--- src/rtl/wdk_pkg.sv ---
package wdk_pkg;
  localparam logic [7:0] OFS_COUNT   = 8'h00;
  localparam logic [7:0] OFS_RELOAD  = 8'h04;
  localparam logic [7:0] OFS_RESTART = 8'h08;
  localparam logic [7:0] OFS_CTRL    = 8'h0C;
  localparam logic [7:0] OFS_STATUS  = 8'h10;
  localparam logic [7:0] OFS_CLEAR   = 8'h14;

  typedef enum logic [1:0] {
    SCOPE_SOC   = 2'b00,
    SCOPE_CHIP  = 2'b01,
    SCOPE_CPU   = 2'b10,
    SCOPE_SPARE = 2'b11
  } scope_e;

  // field order fixes bit positions: alt_boot=7, scope=6:5 ... en=0
  typedef struct packed {
    logic       alt_boot;
    scope_e     scope;
    logic       tick_sel;
    logic       ext_en;
    logic       irq_en;
    logic       rst_en;
    logic       en;
  } ctrl_t;
endpackage

--- src/rtl/wdk_regs.sv ---
module wdk_regs
  import wdk_pkg::*;
#(
  parameter int unsigned DATA_W     = 32,
  parameter int unsigned ADDR_W     = 8,
  parameter int unsigned CNT_W      = 32,
  parameter int unsigned KEY_W      = 16,
  parameter logic [KEY_W-1:0] KEY   = 16'h4755,
  parameter logic [CNT_W-1:0] RELOAD_RST = 32'h0000_FFFF
) (
  input  logic              clk_i,
  input  logic              rst_ni,
  input  logic              we_i,
  input  logic [ADDR_W-1:0] addr_i,
  input  logic [DATA_W-1:0] wdata_i,
  input  logic [CNT_W-1:0]  cnt_i,
  input  logic [1:0]        status_i,
  output ctrl_t             ctrl_o,
  output logic [CNT_W-1:0]  reload_o,
  output logic              restart_o,
  output logic              clear_o,
  output logic [DATA_W-1:0] rdata_o
);
  localparam int unsigned CTRL_W = $bits(ctrl_t);

  logic sel_reload, sel_restart, sel_ctrl, sel_clear, sel_count, sel_status;

  assign sel_count   = addr_i == ADDR_W'(OFS_COUNT);
  assign sel_reload  = addr_i == ADDR_W'(OFS_RELOAD);
  assign sel_restart = addr_i == ADDR_W'(OFS_RESTART);
  assign sel_ctrl    = addr_i == ADDR_W'(OFS_CTRL);
  assign sel_status  = addr_i == ADDR_W'(OFS_STATUS);
  assign sel_clear   = addr_i == ADDR_W'(OFS_CLEAR);

  // full-word match: upper bits must be zero
  assign restart_o = we_i && sel_restart && (wdata_i == DATA_W'(KEY));
  assign clear_o   = we_i && sel_clear && wdata_i[0];

  always_ff @(posedge clk_i or negedge rst_ni) begin
    if (!rst_ni) begin
      ctrl_o   <= '0;
      reload_o <= RELOAD_RST;
    end else if (we_i) begin
      if (sel_ctrl)   ctrl_o   <= ctrl_t'(wdata_i[CTRL_W-1:0]);
      if (sel_reload) reload_o <= wdata_i[CNT_W-1:0];
    end
  end

  always_comb begin
    rdata_o = '0;
    if (sel_count)  rdata_o = DATA_W'(cnt_i);
    if (sel_reload) rdata_o = DATA_W'(reload_o);
    if (sel_ctrl)   rdata_o = DATA_W'(ctrl_o);
    if (sel_status) rdata_o = DATA_W'(status_i);
  end
endmodule

--- src/rtl/wdk_counter.sv ---
module wdk_counter #(
  parameter int unsigned CNT_W = 32,
  parameter logic [CNT_W-1:0] RELOAD_RST = 32'h0000_FFFF
) (
  input  logic             clk_i,
  input  logic             rst_ni,
  input  logic             en_i,
  input  logic             tick_sel_i,
  input  logic             tick_i,
  input  logic             restart_i,
  input  logic [CNT_W-1:0] reload_i,
  output logic [CNT_W-1:0] cnt_o,
  output logic             expire_o
);
  logic step;

  assign step     = en_i && (tick_sel_i ? tick_i : 1'b1);
  assign expire_o = step && (cnt_o == '0) && !restart_i;

  always_ff @(posedge clk_i or negedge rst_ni) begin
    if (!rst_ni)        cnt_o <= RELOAD_RST;
    else if (restart_i) cnt_o <= reload_i;
    else if (step)      cnt_o <= (cnt_o == '0) ? reload_i : cnt_o - 1'b1;
  end
endmodule

--- src/rtl/wdk_event.sv ---
module wdk_event
  import wdk_pkg::*;
(
  input  logic   clk_i,
  input  logic   rst_ni,
  input  logic   expire_i,
  input  logic   clear_i,
  input  logic   alt_boot_i,
  input  scope_e scope_i,
  input  logic   rst_en_i,
  input  logic   irq_en_i,
  input  logic   ext_en_i,
  output logic   rst_soc_o,
  output logic   rst_chip_o,
  output logic   rst_cpu_o,
  output logic   ext_evt_o,
  output logic   irq_o,
  output logic [1:0] status_o
);
  logic [2:0] rst_sel;
  logic tmo_q, alt_q;

  always_comb begin
    unique case (scope_i)
      SCOPE_CHIP: rst_sel = 3'b010;
      SCOPE_CPU:  rst_sel = 3'b100;
      default:    rst_sel = 3'b001;  // SoC and spare code
    endcase
  end

  always_ff @(posedge clk_i or negedge rst_ni) begin
    if (!rst_ni) begin
      {rst_cpu_o, rst_chip_o, rst_soc_o} <= '0;
      ext_evt_o <= 1'b0;
      irq_o     <= 1'b0;
      tmo_q     <= 1'b0;
      alt_q     <= 1'b0;
    end else begin
      {rst_cpu_o, rst_chip_o, rst_soc_o} <= (expire_i && rst_en_i) ? rst_sel : 3'b000;
      ext_evt_o <= expire_i && ext_en_i;
      if (expire_i) tmo_q <= 1'b1;
      else if (clear_i) tmo_q <= 1'b0;
      if (expire_i && alt_boot_i) alt_q <= 1'b1;
      else if (clear_i) alt_q <= 1'b0;
      if (expire_i && irq_en_i) irq_o <= 1'b1;
      else if (clear_i) irq_o <= 1'b0;
    end
  end

  assign status_o = {alt_q, tmo_q};
endmodule

--- src/rtl/wdk_cs_swap.sv ---
module wdk_cs_swap #(
  parameter int unsigned NCS = 2
) (
  input  logic           swap_i,
  input  logic [NCS-1:0] cs_n_i,
  output logic [NCS-1:0] cs_n_o
);
  for (genvar i = 0; i < NCS; i++) begin : g_pair
    localparam int unsigned PEER = i ^ 1;
    assign cs_n_o[i] = swap_i ? cs_n_i[PEER] : cs_n_i[i];
  end
endmodule

--- src/rtl/keyed_wdog.sv ---
module keyed_wdog
  import wdk_pkg::*;
#(
  parameter int unsigned DATA_W     = 32,
  parameter int unsigned ADDR_W     = 8,
  parameter int unsigned CNT_W      = 32,
  parameter int unsigned KEY_W      = 16,
  parameter logic [KEY_W-1:0] KEY   = 16'h4755,
  parameter logic [CNT_W-1:0] RELOAD_RST = 32'h0000_FFFF,
  parameter int unsigned NCS        = 2
) (
  input  logic              clk_i,
  input  logic              rst_ni,
  input  logic              tick_i,
  input  logic              we_i,
  input  logic [ADDR_W-1:0] addr_i,
  input  logic [DATA_W-1:0] wdata_i,
  output logic [DATA_W-1:0] rdata_o,
  input  logic [NCS-1:0]    cs_n_i,
  output logic [NCS-1:0]    cs_n_o,
  output logic              irq_o,
  output logic              rst_soc_o,
  output logic              rst_chip_o,
  output logic              rst_cpu_o,
  output logic              ext_evt_o
);
  ctrl_t            ctrl_q;
  logic [CNT_W-1:0] reload_q, cnt_q;
  logic             restart, clear, expire;
  logic [1:0]       status;

  wdk_regs #(
    .DATA_W(DATA_W), .ADDR_W(ADDR_W), .CNT_W(CNT_W),
    .KEY_W(KEY_W), .KEY(KEY), .RELOAD_RST(RELOAD_RST)
  ) u_regs (
    .clk_i, .rst_ni, .we_i, .addr_i, .wdata_i,
    .cnt_i(cnt_q), .status_i(status),
    .ctrl_o(ctrl_q), .reload_o(reload_q),
    .restart_o(restart), .clear_o(clear), .rdata_o
  );

  wdk_counter #(.CNT_W(CNT_W), .RELOAD_RST(RELOAD_RST)) u_cnt (
    .clk_i, .rst_ni,
    .en_i(ctrl_q.en), .tick_sel_i(ctrl_q.tick_sel), .tick_i,
    .restart_i(restart), .reload_i(reload_q),
    .cnt_o(cnt_q), .expire_o(expire)
  );

  wdk_event u_evt (
    .clk_i, .rst_ni,
    .expire_i(expire), .clear_i(clear),
    .alt_boot_i(ctrl_q.alt_boot), .scope_i(ctrl_q.scope),
    .rst_en_i(ctrl_q.rst_en), .irq_en_i(ctrl_q.irq_en), .ext_en_i(ctrl_q.ext_en),
    .rst_soc_o, .rst_chip_o, .rst_cpu_o, .ext_evt_o, .irq_o,
    .status_o(status)
  );

  wdk_cs_swap #(.NCS(NCS)) u_cs (
    .swap_i(status[1]), .cs_n_i, .cs_n_o
  );
endmodule

--- config.mk ---
export PLATFORM = sky130hd
export DESIGN_NAME = keyed_wdog
export DESIGN_NICKNAME = d
export VERILOG_FILES = /design/src/rtl/wdk_pkg.sv /design/src/rtl/wdk_regs.sv /design/src/rtl/wdk_counter.sv /design/src/rtl/wdk_event.sv /design/src/rtl/wdk_cs_swap.sv /design/src/rtl/keyed_wdog.sv
export SDC_FILE = /design/constraint.sdc
export NUM_CORES = 1
export LEC_CHECK = 0
export BUFFER_PORTS_ARGS = -buffer_cell sky130_fd_sc_hd__buf_2
export CELL_PAD_IN_SITES_DETAIL_PLACEMENT = 1
export CELL_PAD_IN_SITES_GLOBAL_PLACEMENT = 1
export CORE_ASPECT_RATIO = 0.7
export CORE_MARGIN = 8
export CORE_UTILIZATION = 48
export CTS_BUF_LIST = sky130_fd_sc_hd__clkbuf_8
export DETAILED_ROUTE_END_ITERATION = 16
export HOLD_SLACK_MARGIN = 0.12
export PLACE_DENSITY = 0.91
export SLEW_MARGIN = 5
export SYNTH_ARGS = -nofsm -noshare
export SYNTH_HDL_FRONTEND = slang
export SYNTH_SLANG_ARGS = --single-unit
--- constraint.sdc ---
create_clock -name clk_i -period 3.25 [get_ports clk_i]
set_input_delay 0.1625 -clock clk_i [delete_from_list [all_inputs] [get_ports clk_i]]
set_output_delay 0.1625 -clock clk_i [all_outputs]
set_load 0.05 [all_outputs]
# --- After elaboration in Yosys (flattened, before gate mapping) ---
# Cells that the tools add are included.
totals:
  elab_cells: 61
  inputBits: 46
  output_inout_bits: 39
  register_bits: 79
op_classes:
  eq_ne: 8
  muxes: 16
  n_reduce_logical: 20
  addsub: 1
ops:
  columns: ["cell", "count"]
  rows:
  - ["$mux W32", 7]
  - ["$eq A32 B15 Y1 const B", 1]
  - ["$logic_not A32 Y1", 1]
  - ["$sub A32 B1 Y32 const B", 1]
  - ["$eq A8 B4 Y1 const B", 2]
  - ["$eq A8 B5 Y1 const B", 2]
  - ["$logic_and A1 B1 Y1", 11]
  - ["$eq A8 B3 Y1 const B", 1]
  - ["$logic_not A8 Y1", 1]
  - ["$reduce_bool A2 Y1", 4]
  - ["$mux W1", 7]
  - ["$pmux W3 S2", 1]
  - ["$reduce_and A2 Y1", 2]
  - ["$mux W3", 1]
  - ["$eq A2 B1 Y1 const B", 1]
  - ["$eq A2 B2 Y1 const B", 1]
  - ["$logic_not A1 Y1", 1]

# --- Depth between registers and ports, before layout ---
depth:
  ltp_word: 7
  depth_mapped: 10

# --- Cells and area by module ---
# A second synthesis with hierarchy kept.
hier_totals:
  cells_unflattened: 461
  hier_area_um2: 4908.5
by_module_without_submodules:
  columns: ["mod", "seq_area_each_um2", "cells_each", "area_each_um2", "n_inst"]
  rows:
  - ["wdk_regs", 1021.0, 178, 2319.7, 1]
  - ["wdk_counter", 820.8, 260, 2287.2, 1]
  - ["wdk_event", 175.2, 21, 279.0, 1]
  - ["wdk_cs_swap", 0.0, 2, 22.5, 1]

# --- Least setup slack after synthesis ---
# No wires, ideal clock.
synth_path:
  kind: "reg-to-reg"
  start: "register u_cnt.cnt_o[25]"
  end: "register u_cnt.cnt_o[8]"
  arrival_time_ns: 2.135
  setup_ns: 0.080
  path_stages_with_launch: 8
  path_buffers: 1
  slack_ns: 1.035
  required_ns: 3.170
  period_less_slack_ns: 2.215
  cell_sequence: "dfrtp_1 nor4_2 nand4_1 or3_1 and2_4 buf_6 mux2_4 o22a_1"
synth_between:
  elab_chain_len: 4
synth_rtl:
  columns: ["item", "line", "source"]
  rows:
  - ["from (decl)", "wdk_counter.sv:12", "output logic [CNT_W-1:0] cnt_o,"]
  - ["from (signal assigned)", "wdk_counter.sv:22", "else if (restart_i) cnt_o <= reload_i;"]
  - ["from (signal assigned)", "wdk_counter.sv:23", "else if (step) cnt_o <= (cnt_o == '0) ? reload_i : cnt_o - 1'b1;"]
  - ["$logic_not A32 Y1", "wdk_counter.sv:23", null]
  - ["$mux W32 (2 in a row)", "wdk_counter.sv:23", null]
  - ["$mux W32", "wdk_counter.sv:22", null]
# No other way between the ends. The select of a mux whose other input is x is not followed.
# A chain may end at the register's enable or synchronous reset.

# --- Worst setup path after layout ---
layout_path:
  start: "input port wdata_i[27]"
  end: "register u_cnt.cnt_o[26]"
layout_between:
  elab_chain_len: 3
  elab_cells_between_ends: 4
  cone_classes: "eq/ne (1); mux (1); reduce/logical (2)"
layout_rtl:
  columns: ["item", "line", "source"]
  rows:
  - ["from (decl)", "keyed_wdog.sv:17", "input logic [DATA_W-1:0] wdata_i,"]
  - ["$eq A32 B15 Y1 *", "wdk_regs.sv:36", "assign restart_o = we_i && sel_restart && (wdata_i == DATA_W'(KEY));"]
  - ["$logic_and A1 B1 Y1 *", "wdk_regs.sv:36", null]
  - ["$mux W32 or $reduce_bool A2 Y1 (tied branches)", null, null]
# Every way passes the cells marked *; elsewhere a longest branch is shown, timed or not.

==> summary.txt <==
Setup path
  • Arr. time, crit path: 3420 ps
  • Register-to-register setup slack: 160 ps
  • Maximum fanout along the worst path: 24
  • CP required: 3550 ps
  • FF-to-FF End: u_cnt.cnt_o[6]
  • Crit start category: input port
  • CP Capture Type: flip-flop
  • Max incr delay on CP: 720 ps
  • CP Class: input port to flip-flop
  • CP cell instances: dlygate4sd3_1 > buf_2 > nor4_1 > nand3_1 > or4_1 > and2_1 > a21oi_1 > a2bb2oi_1
  • Reg2Reg Depth: 6
  • Crit-path slowest cell: or4_1
  • Reg2reg start: u_cnt.cnt_o[25]

Timing
  • FMAX: 0.3195 GHz
  • Worst Skew: 15.58 ps
  • Final hold slack: 329.5 ps
  • Post-Route Setup TNS: 0 ps
  • RSZ-0062 raised after global routing: no
  • Post-route minimum period: 3130 ps
  • Final Cycle Share: 96.29%
  • Final hold vios: 0
  • Worst Max-Slew Pin Slew: 1061 ps
  • Setup violators final: 0
  • Fin. max-slew vios: 0
  • Relative slew margins: 29.29%

Floorplanning
  • Row cnt: 29
  • Die height: 97.57 um
  • Initial Util: 49.89%
  • I/O pins: 85
  • Die Wd: 132.5 um
  • Core Area: 0.009144 sq mm
  • Full die area: 0.01293 sq mm

Global routing
  • Initial antenna violation count: 1
  • Wire length of the first global-routing pass: 28.19 mm
  • GRT Overall Usage: 27.56%
  • Global routing's busiest layer: met2
  • Largest net degree at the start of global routing: 80
  • Met1 Use GR: 33.02%
  • Total gr overflow: 0
  • GR Util met2: 44.28%
  • Number of global-route vias before repair: 4902
  • GR Layer Usage met3: 9.091%

Yosys
  • Main flop type after synthesis: dfrtp_1
  • Synth Net Count: 500
  • Syn avg cell area: 10.14 sq um
  • Netlist Area Pre-Place: 0.004562 sq mm
  • Library cells used by synthesis: 52
  • Seq/Total Area, Yosys: 44.21%
  • Gate Count Post-Synth: 450
  • Fraction of registers with async set/reset: 100.0%
  • Yosys warning count: 0
  • EDFF count, synth: 0
  • Post-synthesis register bit count: 79

Placed design
  • DPL Wire Length: 10.70 mm
  • Final GP Congestion: 0.8481
  • Placed insts: 642
  • PortBufs: 84

Worst hold path
  • Hold Path Cell Cnt: 4
  • Hold Path End: u_evt.tmo_q
  • Tightest Hold Check Type: input port to flip-flop
  • Start point of the worst hold path: we_i

Routing
  • Post-Route WL: 18.11 mm
  • Via Count: 4660
  • Residual DRC: 0
  • ANT nets after route: 0
  • Drt via density: 6.724
  • Wire length per cell: 26.14 um
  • Detailed router's first-iteration violation count: 539
  • DRT Pass-1 Iters: 5

Clock tree
  • Clock Pin Slew Worst Setup and Hold Paths: 100 ps
  • Maximum clock path buffer count: 2
  • Clock latency on the worst-skew pair: 390 ps
  • H-tree depth: 3
  • CTS buffer count: 9
  • CTS tree: yes
  • PostCTS Resize Cnt: 0
  • CTS root buf: clkbuf_8
  • TritonCTS Sinks: 79

Layout
  • Nets: 612
  • Most common cell after layout, fill and taps aside: buf_2
  • Share of cells above drive strength 1: 34.74%
  • Most frequent cells in the layout: buf_2, dfrtp_1, mux2_2
  • Finished Layout Cells: 693
  • Synthesis-to-layout area growth: 24.03%

Power
  • Tot Pwr: 2.287 mW
  • Leak: 2.760 nW
  • Cell Pwr Density: 404.2 mW/mm^2
  • Worst vdd ir: 296.3 uV

Run status
  • Status: completed

Flow run
  • Max-Cap Viols: 0
-- power by group --
| group | total (mW) | internal [mW] | switching [mW] |
|---|---|---|---|
| combinational | 0.307 | 0.122 | 0.184 |
| clock | 0.875 | 0.453 | 0.422 |
| sequential | 1.11 | 1.05 | 0.0528 |
| total | 2.29 | 1.63 | 0.659 |
-- through the flow --
stage	instance area, sq um	utilization, %	worst slack, ps
after floorplan	4562	-	1035
after global routing	5655	61.85	21.09
final	5658	61.88	120.4
after CTS	5653	61.82	374.5
after detailed placement	5100	55.77	344.9
after global placement	5100	55.77	552.3
-- kinds of logic (layout without fill, tap and decap cells) --
kind of cell    count (synthesis)  count (layout)  synth area share, %
buf+inv                        51             168                4.909
mux                            62              62                14.92
fa+ha+maj                       4               4                1.097
simple gates                  135             135                16.13
flops                          79              79                44.21
other cells                     0               2                    0
compound gates                119             119                18.73
-- Yosys cell counts, drive strengths merged, types with 10 or more instances --
master	instances	area share, %
nand4	12	1.6
clkbuf	16	1.3
nand2	29	2.4
mux2i	17	3.7
a21oi	27	3.0
nand3	17	1.9
a22o	26	5.0
buf	12	1.7
nor2	21	1.7
mux2	45	11
inv	23	1.9
dfrtp	47	26
a2bb2oi	11	2.1
nor4	10	2.1
dfstp	32	18
o21ai	19	2.1
nor3	19	2.1
-- state kept, by name, summed over array words and instances (netlist names) --
signal            count
u_evt.rst_cpu_o       1
u_regs.ctrl_o         8
u_evt.ext_evt_o       1
u_evt.tmo_q           1
u_cnt.cnt_o          32
u_regs.reload_o      32
u_evt.rst_soc_o       1
u_evt.irq_o           1
u_evt.rst_chip_o      1
u_evt.alt_q           1
-- metal layers --
metal / vias to the layer above / wire length, um
met5: - / 0
met4: 0 / 716
met3: 78 / 1544
met2: 292 / 8622
met1: 2361 / 7230
li1: 1929 / -
-- how the worst max path moves through the flow --
stage | cells after the start | to | start | slack (ps)
floorplan | 7 | u_cnt.cnt_o[8] | u_cnt.cnt_o[25] | 1040
finish | 8 | u_cnt.cnt_o[26] | wdata_i[27] | 120
global placement | 6 | u_cnt.cnt_o[8] | u_cnt.cnt_o[25] | 550
CTS | 6 | u_cnt.cnt_o[8] | u_cnt.cnt_o[25] | 370
detailed placement | 6 | u_cnt.cnt_o[8] | u_cnt.cnt_o[25] | 340
global route | 8 | u_cnt.cnt_o[26] | wdata_i[27] | 20
-- worst max-delay path, delay by kind of cell --
| kind | cells | cell delay, ps |
|---|---|---|
| simple gates | 4 | 2030 |
| compound gates | 2 | 540 |
| buf+inv | 2 | 680 |
-- final cells by class --
type	instances	area, sq um
diodes	2	5.005
clock buffers	10	137.6
clock inverters	6	85.08
fillers	1044	3486
inverters	23	86.33
multi-input cells	320	2328
flip-flops and latches	79	2017
well taps	124	155.1
repair buffers	129	843.3
-- repair_timing --
action	4_1_cts	5_1_grt
hold buffers	33	0
hold endpoints to repair	87	0
buffers inserted	0	0
No activity file was read; power rests on OpenSTA's default activity.
